<file path="src/rtl/spi_slv_pkg.sv">
package spi_slv_pkg;
    parameter int FRAME_W = 8;
    localparam int BIT_W = $clog2(FRAME_W);

    typedef enum logic { PH_LEAD = 1'b0, PH_TRAIL = 1'b1 } phase_e;

    typedef struct packed {
        logic [BIT_W-1:0]   bit_idx;
        logic               held;
        logic [FRAME_W-1:0] rx_sh;
        logic [FRAME_W-1:0] tx_sh;
        logic               sdo;
        logic               sdo_en;
        logic               sclk_prev;
        logic               sel_prev;
    } eng_t;

    typedef struct packed {
        logic underrun;
        logic overrun;
        logic irq;
    } flags_t;
endpackage

</file>
<file path="src/rtl/spi_slv_sync.sv">
module spi_slv_sync #(
    parameter int           W      = 3,
    parameter int           STAGES = 2,
    parameter logic [W-1:0] INIT   = '0
) (
    input  logic         clk,
    input  logic         rst_n,
    input  logic [W-1:0] din,
    output logic [W-1:0] dout
);
    logic [W-1:0] stg [STAGES];

    for (genvar gi = 0; gi < STAGES; gi++) begin : g_stage
        logic [W-1:0] src;
        if (gi == 0) begin : g_first
            assign src = din;
        end else begin : g_next
            assign src = stg[gi-1];
        end
        always_ff @(posedge clk or negedge rst_n) begin
            if (!rst_n) stg[gi] <= INIT;
            else        stg[gi] <= src;
        end
    end

    assign dout = stg[STAGES-1];
endmodule

</file>
<file path="src/rtl/spi_slv_fifo.sv">
module spi_slv_fifo #(
    parameter int W     = 8,
    parameter int DEPTH = 8
) (
    input  logic                       clk,
    input  logic                       rst_n,
    input  logic                       push,
    input  logic [W-1:0]               wdata,
    input  logic                       pop,
    output logic [W-1:0]               rdata,
    output logic                       full,
    output logic                       empty,
    output logic [$clog2(DEPTH):0]     level
);
    localparam int AW = $clog2(DEPTH);
    localparam int CW = AW + 1;

    typedef struct packed {
        logic [AW-1:0] wp;
        logic [AW-1:0] rp;
        logic [CW-1:0] cnt;
    } fifo_t;

    fifo_t q, d;
    logic [W-1:0] mem [DEPTH];
    logic do_push, do_pop;

    always_comb begin
        d       = q;
        do_push = push && (q.cnt != CW'(DEPTH));
        do_pop  = pop  && (q.cnt != '0);
        if (do_push) d.wp = (q.wp == AW'(DEPTH-1)) ? '0 : q.wp + 1'b1;
        if (do_pop)  d.rp = (q.rp == AW'(DEPTH-1)) ? '0 : q.rp + 1'b1;
        case ({do_push, do_pop})
            2'b10:   d.cnt = q.cnt + 1'b1;
            2'b01:   d.cnt = q.cnt - 1'b1;
            default: d.cnt = q.cnt;
        endcase
    end

    always_ff @(posedge clk or negedge rst_n) begin
        if (!rst_n) q <= '0;
        else        q <= d;
    end

    always_ff @(posedge clk) begin
        if (do_push) mem[q.wp] <= wdata;
    end

    assign rdata = mem[q.rp];
    assign full  = (q.cnt == CW'(DEPTH));
    assign empty = (q.cnt == '0);
    assign level = q.cnt;
endmodule

</file>
<file path="src/rtl/spi_slv_engine.sv">
module spi_slv_engine
    import spi_slv_pkg::*;
(
    input  logic               clk,
    input  logic               rst_n,
    input  logic               sclk_s,
    input  logic               sel_s,
    input  logic               sdi_s,
    input  logic               phase,
    input  logic               out_dis,
    input  logic [FRAME_W-1:0] tx_word,
    input  logic               tx_empty,
    output logic               tx_pop,
    output logic               rx_push,
    output logic [FRAME_W-1:0] rx_word,
    output logic               underrun_set,
    output logic               sdo,
    output logic               sdo_en
);
    localparam logic [BIT_W-1:0] LAST_BIT = BIT_W'(FRAME_W - 1);

    eng_t q, d;
    logic rise, fall, sel_start;
    logic [FRAME_W-1:0] load_word;
    phase_e ph;

    always_comb begin
        d            = q;
        tx_pop       = 1'b0;
        rx_push      = 1'b0;
        underrun_set = 1'b0;
        ph           = phase_e'(phase);
        rise         = sclk_s && !q.sclk_prev;
        fall         = !sclk_s && q.sclk_prev;
        sel_start    = sel_s && !q.sel_prev;
        load_word    = tx_empty ? '0 : tx_word;
        rx_word      = {q.rx_sh[FRAME_W-2:0], sdi_s};

        d.sclk_prev  = sclk_s;
        d.sel_prev   = sel_s;
        d.sdo_en     = sel_s && !out_dis;

        if (!sel_s) begin
            d.bit_idx = '0;
            d.held    = 1'b0;
        end else if (ph == PH_LEAD) begin
            if (sel_start) begin
                tx_pop       = !tx_empty;
                underrun_set = tx_empty;
                d.sdo        = load_word[FRAME_W-1];
                d.tx_sh      = load_word << 1;
                d.bit_idx    = '0;
                d.held       = 1'b0;
            end else if (!q.held) begin
                if (rise) begin
                    d.rx_sh = rx_word;
                    if (q.bit_idx == LAST_BIT) begin
                        rx_push   = 1'b1;
                        d.held    = 1'b1;
                        d.bit_idx = '0;
                    end else begin
                        d.bit_idx = q.bit_idx + 1'b1;
                    end
                end else if (fall && q.bit_idx != '0) begin
                    d.sdo   = q.tx_sh[FRAME_W-1];
                    d.tx_sh = q.tx_sh << 1;
                end
            end
        end else begin
            if (rise) begin
                if (q.bit_idx == '0) begin
                    tx_pop       = !tx_empty;
                    underrun_set = tx_empty;
                    d.sdo        = load_word[FRAME_W-1];
                    d.tx_sh      = load_word << 1;
                end else begin
                    d.sdo   = q.tx_sh[FRAME_W-1];
                    d.tx_sh = q.tx_sh << 1;
                end
            end else if (fall) begin
                d.rx_sh = rx_word;
                if (q.bit_idx == LAST_BIT) begin
                    rx_push   = 1'b1;
                    d.bit_idx = '0;
                end else begin
                    d.bit_idx = q.bit_idx + 1'b1;
                end
            end
        end
    end

    always_ff @(posedge clk or negedge rst_n) begin
        if (!rst_n) q <= '0;
        else        q <= d;
    end

    assign sdo    = q.sdo;
    assign sdo_en = q.sdo_en;
endmodule

</file>
<file path="src/rtl/spi_slave_fifo.sv">
module spi_slave_fifo
    import spi_slv_pkg::*;
#(
    parameter int DEPTH     = 8,
    parameter int IRQ_LEVEL = 4
) (
    input  logic                    clk,
    input  logic                    rst_n,
    input  logic                    cfg_cpha,
    input  logic                    cfg_sdo_off,
    input  logic                    tx_wr,
    input  logic [FRAME_W-1:0]      tx_wdata,
    output logic                    tx_full,
    output logic                    tx_empty,
    input  logic                    rx_rd,
    output logic [FRAME_W-1:0]      rx_rdata,
    output logic                    rx_empty,
    output logic                    rx_full,
    output logic [$clog2(DEPTH):0]  rx_level,
    input  logic                    sts_clr,
    output logic                    err_underrun,
    output logic                    err_overrun,
    output logic                    irq,
    input  logic                    spi_sclk,
    input  logic                    spi_cs_n,
    input  logic                    spi_mosi,
    output logic                    spi_miso,
    output logic                    spi_miso_oe
);
    localparam int LVL_W = $clog2(DEPTH) + 1;

    logic [2:0] pins_s;
    logic [FRAME_W-1:0] tx_head, rx_word;
    logic tx_pop, rx_push, urun_set;
    logic [LVL_W-1:0] tx_level;
    flags_t fq, fd;

    spi_slv_sync #(.W(3), .STAGES(2), .INIT(3'b010)) u_sync (
        .clk  (clk),
        .rst_n(rst_n),
        .din  ({spi_sclk, spi_cs_n, spi_mosi}),
        .dout (pins_s)
    );

    spi_slv_engine u_eng (
        .clk         (clk),
        .rst_n       (rst_n),
        .sclk_s      (pins_s[2]),
        .sel_s       (!pins_s[1]),
        .sdi_s       (pins_s[0]),
        .phase       (cfg_cpha),
        .out_dis     (cfg_sdo_off),
        .tx_word     (tx_head),
        .tx_empty    (tx_empty),
        .tx_pop      (tx_pop),
        .rx_push     (rx_push),
        .rx_word     (rx_word),
        .underrun_set(urun_set),
        .sdo         (spi_miso),
        .sdo_en      (spi_miso_oe)
    );

    spi_slv_fifo #(.W(FRAME_W), .DEPTH(DEPTH)) u_txq (
        .clk  (clk),
        .rst_n(rst_n),
        .push (tx_wr),
        .wdata(tx_wdata),
        .pop  (tx_pop),
        .rdata(tx_head),
        .full (tx_full),
        .empty(tx_empty),
        .level(tx_level)
    );

    spi_slv_fifo #(.W(FRAME_W), .DEPTH(DEPTH)) u_rxq (
        .clk  (clk),
        .rst_n(rst_n),
        .push (rx_push),
        .wdata(rx_word),
        .pop  (rx_rd),
        .rdata(rx_rdata),
        .full (rx_full),
        .empty(rx_empty),
        .level(rx_level)
    );

    always_comb begin
        fd          = fq;
        fd.underrun = (fq.underrun && !sts_clr) || urun_set;
        fd.overrun  = (fq.overrun  && !sts_clr) || (rx_push && rx_full);
        fd.irq      = (fq.irq      && !sts_clr) || (rx_level >= LVL_W'(IRQ_LEVEL));
    end

    always_ff @(posedge clk or negedge rst_n) begin
        if (!rst_n) fq <= '0;
        else        fq <= fd;
    end

    assign err_underrun = fq.underrun;
    assign err_overrun  = fq.overrun;
    assign irq          = fq.irq;
endmodule

</file>
<file path="config.mk">
export PLATFORM = sky130hd
export DESIGN_NAME = spi_slave_fifo
export DESIGN_NICKNAME = d
export VERILOG_FILES = /design/src/rtl/spi_slv_pkg.sv /design/src/rtl/spi_slv_sync.sv /design/src/rtl/spi_slv_fifo.sv /design/src/rtl/spi_slv_engine.sv /design/src/rtl/spi_slave_fifo.sv
export SDC_FILE = /design/constraint.sdc
export NUM_CORES = 1
export LEC_CHECK = 0
export ABC_AREA = 1
export BUFFER_PORTS_ARGS = -buffer_cell sky130_fd_sc_hd__buf_2
export CAP_MARGIN = 20
export CORE_ASPECT_RATIO = 1.75
export CORE_UTILIZATION = 55
export CTS_CLUSTER_SIZE = 40
export DETAILED_ROUTE_END_ITERATION = 7
export GPL_TIMING_DRIVEN = 0
export HOLD_SLACK_MARGIN = 0.1
export PLACE_DENSITY = 0.71
export SKIP_CTS_REPAIR_TIMING = 1
export SYNTH_ARGS = -nofsm -noshare
export SYNTH_HDL_FRONTEND = slang
export SYNTH_SLANG_ARGS = --single-unit
</file>
<file path="constraint.sdc">
create_clock -name clk -period 4.7 [get_ports clk]
set_input_delay 0.705 -clock clk [delete_from_list [all_inputs] [get_ports clk]]
set_output_delay 0.705 -clock clk [all_outputs]
set_load 0.1 [all_outputs]
</file>
==> implementation parameters, run 1 <==
Parameter                              Value

Clock tree
  Skew-Pair Late Insertion Delay ... 430 ps
  Clock Path Buffers ... 2
  Count of H-tree levels built during CTS ... 4
  Number of buffers created by CTS ... 17
  Clock transition at path regs ... 70 ps
  Number of clock sinks ... 179
  CTS Root Cell ... sky130_fd_sc_hd__clkbuf_16
  CTS tree ... built

Synthesis
  Compound-Gate Fraction of Synth Area ... 6.10%
  Proportion of synthesized area in mux cells ... 0%
  Number of storage elements in the synthesis netlist ... 179
  Share of Yosys cell area claimed by the top area cell type ... 48.7%
  Arithmetic-cell share of the synthesized area counting full adders, half adders and majority gates ... 2.95%
  Synthesized Nets ... 806
  Most numerous cell types in the synthesized netlist ... 177 x sky130_fd_sc_hd__nand2_1, 128 x sky130_fd_sc_hd__edfxtp_1, 95 x sky130_fd_sc_hd__nor2_1
  Dominant combinational cell family by area after synthesis ... simple AND/OR/NAND/NOR gates
  Xor/xnor share of the synthesized area ... 0.444%
  Number of distinct standard cells referenced by the synthesized netlist ... 36
  Ys flop type ... sky130_fd_sc_hd__edfxtp_1
  Number of enable flip-flop cells after synthesis ... 128
  Asr flop ratio synth ... 28.5%
  Largest cells by area after synthesis ... sky130_fd_sc_hd__edfxtp_1 49%, sky130_fd_sc_hd__dfrtp_1 16%, sky130_fd_sc_hd__nand2_1 8.4%, sky130_fd_sc_hd__nor2_1 4.5%, sky130_fd_sc_hd__nand3_1 4.4%
  Combined area of all synthesized cells ... 0.00790 mm2
  Cell type with the highest aggregate area in the netlist ... sky130_fd_sc_hd__edfxtp_1
  Average cell area after synthesis ... 10.3 um2
  Most common cell in the synthesized netlist ... sky130_fd_sc_hd__nand2_1
  Simple-gate share of the synthesized area ... 19.6%
  Sequential cell area fraction in the yosys report ... 64.9%
  Number of cells produced by synthesis ... 770
  YS warnings ... 0

Critical path
  Data required time of the worst path ... 3990 ps
  Critical path capture point type ... output pin
  Critical path class ... reg -> out
  Type of origin of the critical path ... flip-flop
  CP max FO ... 10
  Flop-to-flop setup slack ... 2080 ps
  Crit Reg-Reg Endpoint ... u_txq.level[2]$_DFFE_PN0P_
  R2R Path Start ... u_eng.q[21]$_DFFE_PN0P_
  Signal arrival time at the worst endpoint ... 2420 ps
  R2R depth ... 16

Min path
  Tightest Hold Check Type ... in -> async

Placement
  Count of input and output buffers ... 37
  Post-Place Worst Slack ... 1830 ps
  Placer Congestion ... 0.834
  Detail Placement HPWL ... 12,000 um
  DP Area ... 0.00832 mm2

Run status
  Run status ... finished clean

Pwr
  Leakage power summed over all cells ... 3.87 nW
  PnR Total Power ... 5.81 mW
  Worst voltage drop across the vdd grid ... 421 uV
  Power per standard cell area ... 650 mW/mm2

Run
  Count of max-cap constraint violations ... 0

Drt
  Via/cell ratio ... 5.29
  WL/cell ... 15.9 um
  Drt first-iter violations ... 252
  Final wirelength ... 16,200 um
  DRC violation count after routing ... 0
  Pre-antenna DRT Iters ... 4
  Detail Route Antenna Nets ... 0
  Vias ... 5,376

Floorplanning
  Area inside the core boundary ... 0.0140 mm2
  Number of placement rows ... 57
  Height of the die ... 161 um
  Area of the die ... 0.0149 mm2
  Width of the die ... 92.6 um
  Effective utilization at floorplan ... 56.5%
  Top-level port count ... 39

GRT
  Maximum number of pins on one net before global-route repair ... 38
  Vias in the first global route ... 5,675
  Global-route total usage across every layer ... 23.6%
  Initial antenna violation count ... 0
  Global-route wire length before repair ... 26,600 um
  Gr ovfl total ... 0

Timing
  Final clock period utilization by the worst path ... 66.6%
  Min setup slack post-route ... 1570 ps
  Maximum clock frequency ... 320 MHz
  Actual slew at the worst max-slew pin ... 936 ps
  Worst slew margin relative to its limit ... 37.4%
  Setup repair after global routing missed its margin ... false
  Count of final max-slew check failures ... 0
  Total count of hold-check failures in the final report ... 0
  Final Setup Violations ... 0
  Sum Neg Setup Slack ... 0 ps
  Clock skew after layout ... 8.15 ps
  Post-layout min period ... 3130 ps

Final layout
  Cell area after layout ... 0.00895 mm2
  Number of nets in the layout ... 863
  Synth-to-Final Area Change ... 13.3%
  Share of cells above drive strength 1 ... 12.9%
  Area used by multi-input combinational logic ... 0.00230 mm2
  Ant diodes ... 0
  Total area of sequential cells ... 0.00512 mm2
  Total of fill cells in the finished design ... 1,160
## worst max-delay path, cell delays in order (launching register included)
cell and delay, ps:
sky130_fd_sc_hd__dfrtp_1 470, sky130_fd_sc_hd__inv_1 220, sky130_fd_sc_hd__buf_1 410, sky130_fd_sc_hd__nor2_1 100, sky130_fd_sc_hd__o21ai_0 240, sky130_fd_sc_hd__nand2_1 90
sky130_fd_sc_hd__nand2_1 60, sky130_fd_sc_hd__buf_2 420
## logic make-up after synthesis
| kind of cell | after synthesis |
|---|---|
| compound gates | 88 |
| fa+ha+maj | 18 |
| simple gates | 363 |
| buf+inv | 118 |
| flops | 179 |
| xor+xnor | 4 |
## through the flow
stage                     cells  hold slack (ps)  util, %
after floorplan             770              331        -
after global placement      984              341     59.4
after detailed placement    985              342     59.5
after CTS                  1017              196     64.0
after global routing       1017              228     64.0
final                      1017              195     64.0
## worst max path at each step
stage / to / from / slack [ps] / cells after the start
6_report: rx_rdata[7] / u_rxq.q[4]$_DFFE_PN0P_ / 1570 / 7
5_1_grt: rx_rdata[7] / u_rxq.q[4]$_DFFE_PN0P_ / 1380 / 7
4_1_cts: rx_rdata[7] / u_rxq.q[4]$_DFFE_PN0P_ / 1550 / 7
3_5_place_dp: u_rxq.level[3]$_DFFE_PN0P_ / cfg_cpha / 1830 / 13
3_3_place_gp: u_rxq.level[3]$_DFFE_PN0P_ / cfg_cpha / 1880 / 13
2_1_floorplan: u_txq.level[2]$_DFFE_PN0P_ / u_txq.level[0]$_DFFE_PN0P_ / 1370 / 14
## layer usage
metal	global-route usage, %	share of wire [%]	vias to the layer above
met5	0	0	-
met4	12.7	3.9	0
met3	3.84	2.9	49
met2	47.0	59	113
met1	21.8	34	2555
li1	-	-	2659
## area by class of cell
| type | instances | share of cell area [%] |
|---|---|---|
| multi-input combinational | 473 | 25.7 |
| buffer | 26 | 1.41 |
| clock buffer | 18 | 4.80 |
| tap | 177 | 2.48 |
| sequential | 179 | 57.3 |
| inverter | 92 | 3.89 |
| timing repair buffer | 38 | 2.29 |
| clock inverter | 14 | 2.17 |
## power breakdown
part | leakage (nW) | internal (mW) | switching [mW]
clock network | 0.297 | 0.855 | 0.625
logic | 1.78 | 0.525 | 1.70
registers | 1.79 | 1.94 | 0.165
## state kept, by name, indices dropped and copies added, names as in the netlist
signal / count
u_rxq.level: 4
u_rxq.q: 6
u_txq.level: 4
u_eng.rx_word: 7
irq: 1
u_txq.q: 6
err_underrun: 1
u_sync.dout: 3
u_eng.sdo_en: 1
u_rxq.mem: 64
err_overrun: 1
u_txq.mem: 64
u_sync.g_stage.src: 3
u_eng.sdo: 1
u_eng.q: 13
## placed cells by master, fill, tap and decap left out, types with 2 or more instances in the layout
cell	instances
sky130_fd_sc_hd__a21oi_1	20
sky130_fd_sc_hd__a21oi_4	2
sky130_fd_sc_hd__buf_1	2
sky130_fd_sc_hd__buf_2	45
sky130_fd_sc_hd__buf_4	5
sky130_fd_sc_hd__bufinv_16	3
sky130_fd_sc_hd__clkbuf_1	12
sky130_fd_sc_hd__clkbuf_16	17
sky130_fd_sc_hd__clkinv_1	2
sky130_fd_sc_hd__clkinv_4	2
sky130_fd_sc_hd__clkinvlp_4	2
sky130_fd_sc_hd__dfrtp_1	49
sky130_fd_sc_hd__dfstp_2	2
sky130_fd_sc_hd__edfxtp_1	128
sky130_fd_sc_hd__ha_1	17
sky130_fd_sc_hd__inv_1	85
sky130_fd_sc_hd__inv_2	4
sky130_fd_sc_hd__inv_6	5
sky130_fd_sc_hd__nand2_1	177
sky130_fd_sc_hd__nand2_2	5
sky130_fd_sc_hd__nand2_4	2
sky130_fd_sc_hd__nand3_1	70
sky130_fd_sc_hd__nand4_1	6
sky130_fd_sc_hd__nor2_1	95
sky130_fd_sc_hd__nor2_4	2
sky130_fd_sc_hd__o21ai_0	53
sky130_fd_sc_hd__o21ai_1	9
sky130_fd_sc_hd__xnor2_1	2
sky130_fd_sc_hd__xor2_1	2
Power figures use the tool's default switching activity.
==> run 2, diff against run 1 <==
Clock period 4.7 ns to 3.2 ns, I/O delays scaled along.
==> implementation parameters, run 2 (synthesized netlist as in run 1, its figures left out) <==
Parameter                              Value

Run status
  Run status ... finished clean

Drt
  WL/cell ... 15.9 um
  Detail Route Antenna Nets ... 0
  DRC violation count after routing ... 0
  Drt first-iter violations ... 273
  Final wirelength ... 16,200 um
  Via/cell ratio ... 5.31
  Pre-antenna DRT Iters ... 5
  Vias ... 5,401

Clock tree
  CTS tree ... built
  Number of buffers created by CTS ... 17
  Skew-Pair Late Insertion Delay ... 430 ps
  Number of clock sinks ... 179
  Count of H-tree levels built during CTS ... 4
  Clock Path Buffers ... 2
  Clock transition at path regs ... 70 ps
  CTS Root Cell ... sky130_fd_sc_hd__clkbuf_16

Final layout
  Regs by FF count ... u_rxq.mem x64, u_txq.mem x64, u_eng.q x13
  Synth-to-Final Area Change ... 12.9%
  Most frequent standard cell in the layout excluding fill and tap cells ... sky130_fd_sc_hd__nand2_1
  Total of fill cells in the finished design ... 1,139
  Share of cells above drive strength 1 ... 12.8%
  Most frequent cells in the layout ... 177 x sky130_fd_sc_hd__nand2_1, 128 x sky130_fd_sc_hd__edfxtp_1, 94 x sky130_fd_sc_hd__nor2_1
  Area used by multi-input combinational logic ... 0.00230 mm2
  Total area of sequential cells ... 0.00512 mm2
  Ant diodes ... 0
  Number of nets in the layout ... 864
  Cell area after layout ... 0.00892 mm2

GRT
  GR met2 Demand/Resource ... 47.3%
  Vias in the first global route ... 5,693
  Maximum number of pins on one net before global-route repair ... 40
  Global-route wire length before repair ... 26,700 um
  Met3 capacity usage during global routing ... 3.36%
  Initial antenna violation count ... 0
  Global-route total usage across every layer ... 23.8%
  Met1 Resource Use GR ... 22.3%
  Layer with the highest usage ... met2
  Gr ovfl total ... 0

Floorplanning
  Number of placement rows ... 57
  Width of the die ... 92.6 um
  Height of the die ... 161 um
  Top-level port count ... 39
  Area inside the core boundary ... 0.0140 mm2
  Area of the die ... 0.0149 mm2
  Effective utilization at floorplan ... 56.5%

Timing
  Count of final max-slew check failures ... 0
  Final Setup Violations ... 0
  Actual slew at the worst max-slew pin ... 955 ps
  Clock skew after layout ... 13.8 ps
  Post-layout min period ... 2880 ps
  Final clock period utilization by the worst path ... 89.9%
  Maximum clock frequency ... 348 MHz
  Total count of hold-check failures in the final report ... 0
  Sum Neg Setup Slack ... 0 ps
  Worst slew margin relative to its limit ... 36.1%
  Setup repair after global routing missed its margin ... false

Pwr
  Worst voltage drop across the vdd grid ... 543 uV
  Total internal power ... 4.79 mW
  Proportion of total power due to net switching ... 43.2%
  Share of power burned in the clock network ... 24.4%
  Logic pwr share ... 38.8%
  Power per standard cell area ... 945 mW/mm2
  Sequential power share ... 36.8%
  Leakage power summed over all cells ... 3.86 nW
  Reported net switching power ... 3.64 mW

Critical path
  Type of origin of the critical path ... flip-flop
  CP max FO ... 10
  Data required time of the worst path ... 2720 ps
  Signal arrival time at the worst endpoint ... 2400 ps
  Critical path class ... reg -> out
  Critical path capture point type ... output pin

Placement
  DP Area ... 0.00833 mm2
  Detail Placement HPWL ... 11,900 um
  Count of input and output buffers ... 37
  Placer Congestion ... 0.857

Run
  Count of max-cap constraint violations ... 0

Min path
  Tightest Hold Check Type ... in -> reg
run 2: changes by cell type in the layout (fill, tap and decap cells not counted), sizes merged:
cell and delta:
inv -1, bufinv -1, dlygate4sd3 +1, clkinv +2
run 2: path summary, 6_finish.rpt:
| check | startpoint | endpoint | slack [ps] | depth (start not counted) |
|---|---|---|---|---|
| setup / recovery | u_rxq.q[4]$_DFFE_PN0P_ | rx_rdata[0] | 320 | 7 |
| max in group asynchronous | rst_n | u_sync.g_stage[1].src[1]$_DFF_PN1_ | 2140 | 3 |
| setup reg to reg | u_eng.q[21]$_DFFE_PN0P_ | u_txq.level[2]$_DFFE_PN0P_ | 550 | 16 |
| min in group asynchronous | rst_n | u_txq.q[9]$_DFFE_PN0P_ | 480 | 2 |
| hold reg to reg | u_sync.g_stage[1].src[0]$_DFF_PN0_ | u_sync.dout[0]$_DFF_PN0_ | 350 | 0 |
| hold / removal | spi_cs_n | u_sync.g_stage[1].src[1]$_DFF_PN1_ | 140 | 1 |
run 2: metal layers:
layer	share of wire, %	wire, um	vias up
met2	59	9500	128
met4	3.9	631	0
met3	2.7	436	45
met5	0	0	-
met1	35	5630	2569
li1	-	-	2659
run 2: area by class of cell:
class                           count  area share, %
Clock buffer                       18           4.81
Buffer                             26           1.42
Clock inverter                     14           1.71
Multi-Input combinational cell    473           25.8
Tap cell                          177           2.48
Inverter                           92           3.90
Sequential cell                   179           57.4
Timing Repair Buffer               39           2.41
run 2: power groups by stage:
stage / Clock, mW / Combinational [mW] / Sequential [mW]
2_1_floorplan: 0 / 2.48 / 3.17
3_3_place_gp: 0 / 3.18 / 3.12
3_5_place_dp: 0 / 3.26 / 3.14
4_1_cts: 2.08 / 3.28 / 3.10
5_1_grt: 2.17 / 3.58 / 3.14
6_report: 2.06 / 3.27 / 3.10
run 2: per-stage QoR:
step | util (%) | worst slack (ps) | hold WS (ps) | std cells | power, mW
final | 63.8 | 324 | 139 | 1018 | 8.43
after global routing | 63.8 | 205 | 133 | 1018 | 8.90
after CTS | 63.7 | 326 | -53.8 | 1017 | 8.46
after detailed placement | 59.6 | 535 | 338 | 985 | 6.41
after global placement | 59.4 | 601 | 344 | 984 | 6.31
after floorplan | - | 410 | 184 | 770 | 5.65
run 2: critical path, stage by stage, from the launching register on:
cell                      delay, ps
sky130_fd_sc_hd__dfrtp_1        450
sky130_fd_sc_hd__inv_1          200
sky130_fd_sc_hd__buf_1          440
sky130_fd_sc_hd__nor2_1          90
sky130_fd_sc_hd__o21ai_0        230
sky130_fd_sc_hd__nand2_1         70
sky130_fd_sc_hd__nand2_1         70
sky130_fd_sc_hd__buf_2          410
==> run 3, diff against run 2 <==
Settings changed: BUFFER_PORTS_ARGS -buffer_cell sky130_fd_sc_hd__buf_2 to unset, CORE_UTILIZATION 55 to 35, CTS_CLUSTER_SIZE 40 to 10, DONT_BUFFER_PORTS set to 1, PLACE_DENSITY 0.71 to 0.47.
==> implementation parameters, run 3 (synthesized netlist as in run 1, its figures left out) <==
Parameter                              Value

Run status
  Run status ... finished clean

Final layout
  Ant diodes ... 0
  Share of cells above drive strength 1 ... 9.62%
  Most frequent standard cell in the layout excluding fill and tap cells ... sky130_fd_sc_hd__nand2_1
  Area used by multi-input combinational logic ... 0.00231 mm2
  Regs by FF count ... u_rxq.mem x64, u_txq.mem x64, u_eng.q x13
  Total of fill cells in the finished design ... 2,234
  Total area of sequential cells ... 0.00512 mm2
  Most frequent cells in the layout ... 175 x sky130_fd_sc_hd__nand2_1, 128 x sky130_fd_sc_hd__edfxtp_1, 94 x sky130_fd_sc_hd__nor2_1
  Synth-to-Final Area Change ... 14.5%
  Number of nets in the layout ... 834

Floorplanning
  Width of the die ... 116 um
  Number of placement rows ... 72
  Area of the die ... 0.0232 mm2
  Effective utilization at floorplan ... 35.6%
  Area inside the core boundary ... 0.0222 mm2
  Height of the die ... 201 um
  Top-level port count ... 39

Timing
  Post-layout min period ... 3030 ps
  Setup repair after global routing missed its margin ... false
  Sum Neg Setup Slack ... 0 ps
  Total count of hold-check failures in the final report ... 0
  Actual slew at the worst max-slew pin ... 1010 ps
  Clock skew after layout ... 10.8 ps
  Final Setup Violations ... 0
  Final clock period utilization by the worst path ... 94.8%
  Count of final max-slew check failures ... 0
  Maximum clock frequency ... 330 MHz
  Worst slew margin relative to its limit ... 32.2%

Critical path
  Critical path class ... reg -> out
  Count of buffer and inverter cells on the critical path ... 2
  Cell with the largest stage delay on the worst path ... sky130_fd_sc_hd__nand2_1
  Kind of cell adding the most delay to the critical path ... simple AND/OR/NAND/NOR gates
  Critical-path cell list ... inv_1 > buf_1 > nor2_1 > o21ai_0 > nand2_1 > nand2_1
  CP max FO ... 10
  Critical path capture point type ... output pin
  Type of origin of the critical path ... flip-flop
  Library cell appearing most often on the critical path ... sky130_fd_sc_hd__nand2_1
  Data required time of the worst path ... 2720 ps
  Signal arrival time at the worst endpoint ... 2550 ps
  Delay of the slowest cell on the worst path ... 690 ps

Clock tree
  Clock Path Buffers ... 2
  Number of clock sinks ... 179
  CTS Root Cell ... sky130_fd_sc_hd__clkbuf_16
  CTS tree ... built
  Clock transition at path regs ... 70 ps
  Skew-Pair Late Insertion Delay ... 430 ps
  Count of H-tree levels built during CTS ... 4
  Number of buffers created by CTS ... 17

Placement
  Count of input and output buffers ... 0
  Detail Placement HPWL ... 13,000 um
  Placer Congestion ... 0.773

GRT
  Global-route wire length before repair ... 28,200 um
  Vias in the first global route ... 5,268
  Gr ovfl total ... 0
  Initial antenna violation count ... 0
  Global-route total usage across every layer ... 16.6%
  Maximum number of pins on one net before global-route repair ... 52

Pwr
  Worst voltage drop across the vdd grid ... 470 uV
  PnR Total Power ... 8.61 mW
  Power per standard cell area ... 952 mW/mm2
  Leakage power summed over all cells ... 3.76 nW

Drt
  Final wirelength ... 17,900 um
  Via/cell ratio ... 4.68
  Detail Route Antenna Nets ... 0
  WL/cell ... 16.2 um
  Drt first-iter violations ... 249
  DRC violation count after routing ... 0
  Pre-antenna DRT Iters ... 4
  Vias ... 5,184

Run
  Count of max-cap constraint violations ... 0

Min path
  Tightest Hold Check Type ... in -> reg
-- run 3: cell types whose count changed in the layout (fill, tap and decap cells not counted), sizes merged --
cell / previous run / this run
clkbuf: 29 / 30
buf: 53 / 19
bufinv: 2 / 4
clkinv: 7 / 4
dlygate4sd3: 1 / 5
-- run 3: power by group --
part | internal [mW] | total (mW) | switching, mW
clock network | 1.35 | 2.27 | 0.919
logic | 0.722 | 3.13 | 2.41
registers | 2.85 | 3.21 | 0.358
total | 4.92 | 8.61 | 3.69
-- run 3: metrics by stage --
stage               cell area, um2  utilization, %  worst slack (ps)  std cells  hold WS (ps)
finish                        9040            40.8               166       1107           138
global route                  9040            40.8              2.50       1107           115
CTS                           8950            40.4              79.3       1100          -285
detailed placement            8310            37.5               214       1068           186
global placement              8270            37.3              59.0       1066           186
floorplan                     7900               -               410        770           184
-- run 3: area by class of cell --
class / count / share of cell area, %
Buffer: 26 / 1.40
Tap cell: 296 / 4.09
Inverter: 92 / 3.89
Sequential cell: 179 / 56.6
Multi-Input combinational cell: 473 / 25.5
Clock inverter: 13 / 2.17
Clock buffer: 19 / 4.90
Timing Repair Buffer: 9 / 1.41
-- run 3: final timing paths --
| path | startpoint | endpoint | slack [ps] | depth (start not counted) |
|---|---|---|---|---|
| worst min-delay path | tx_wdata[6] | u_txq.mem[2][6]$_DFFE_PP_ | 140 | 0 |
| worst min register to register | u_sync.g_stage[1].src[2]$_DFF_PN0_ | u_sync.dout[2]$_DFF_PN0_ | 350 | 0 |
| worst max-delay path | u_rxq.q[4]$_DFFE_PN0P_ | rx_rdata[6] | 170 | 6 |
| worst max register to register | u_rxq.level[1]$_DFFE_PN0P_ | u_rxq.level[3]$_DFFE_PN0P_ | 320 | 12 |
| min in group asynchronous | rst_n | err_overrun$_DFF_PN0_ | 550 | 2 |
| max in group asynchronous | rst_n | u_sync.dout[1]$_DFF_PN1_ | 2340 | 2 |
-- run 3: layer usage --
layer	routed length, um	track usage (%)	share of wire (%)
met5	0	0	0
met4	442	7.37	2.5
met3	493	3.59	2.8
met2	10600	33.3	59
met1	6330	15.1	35
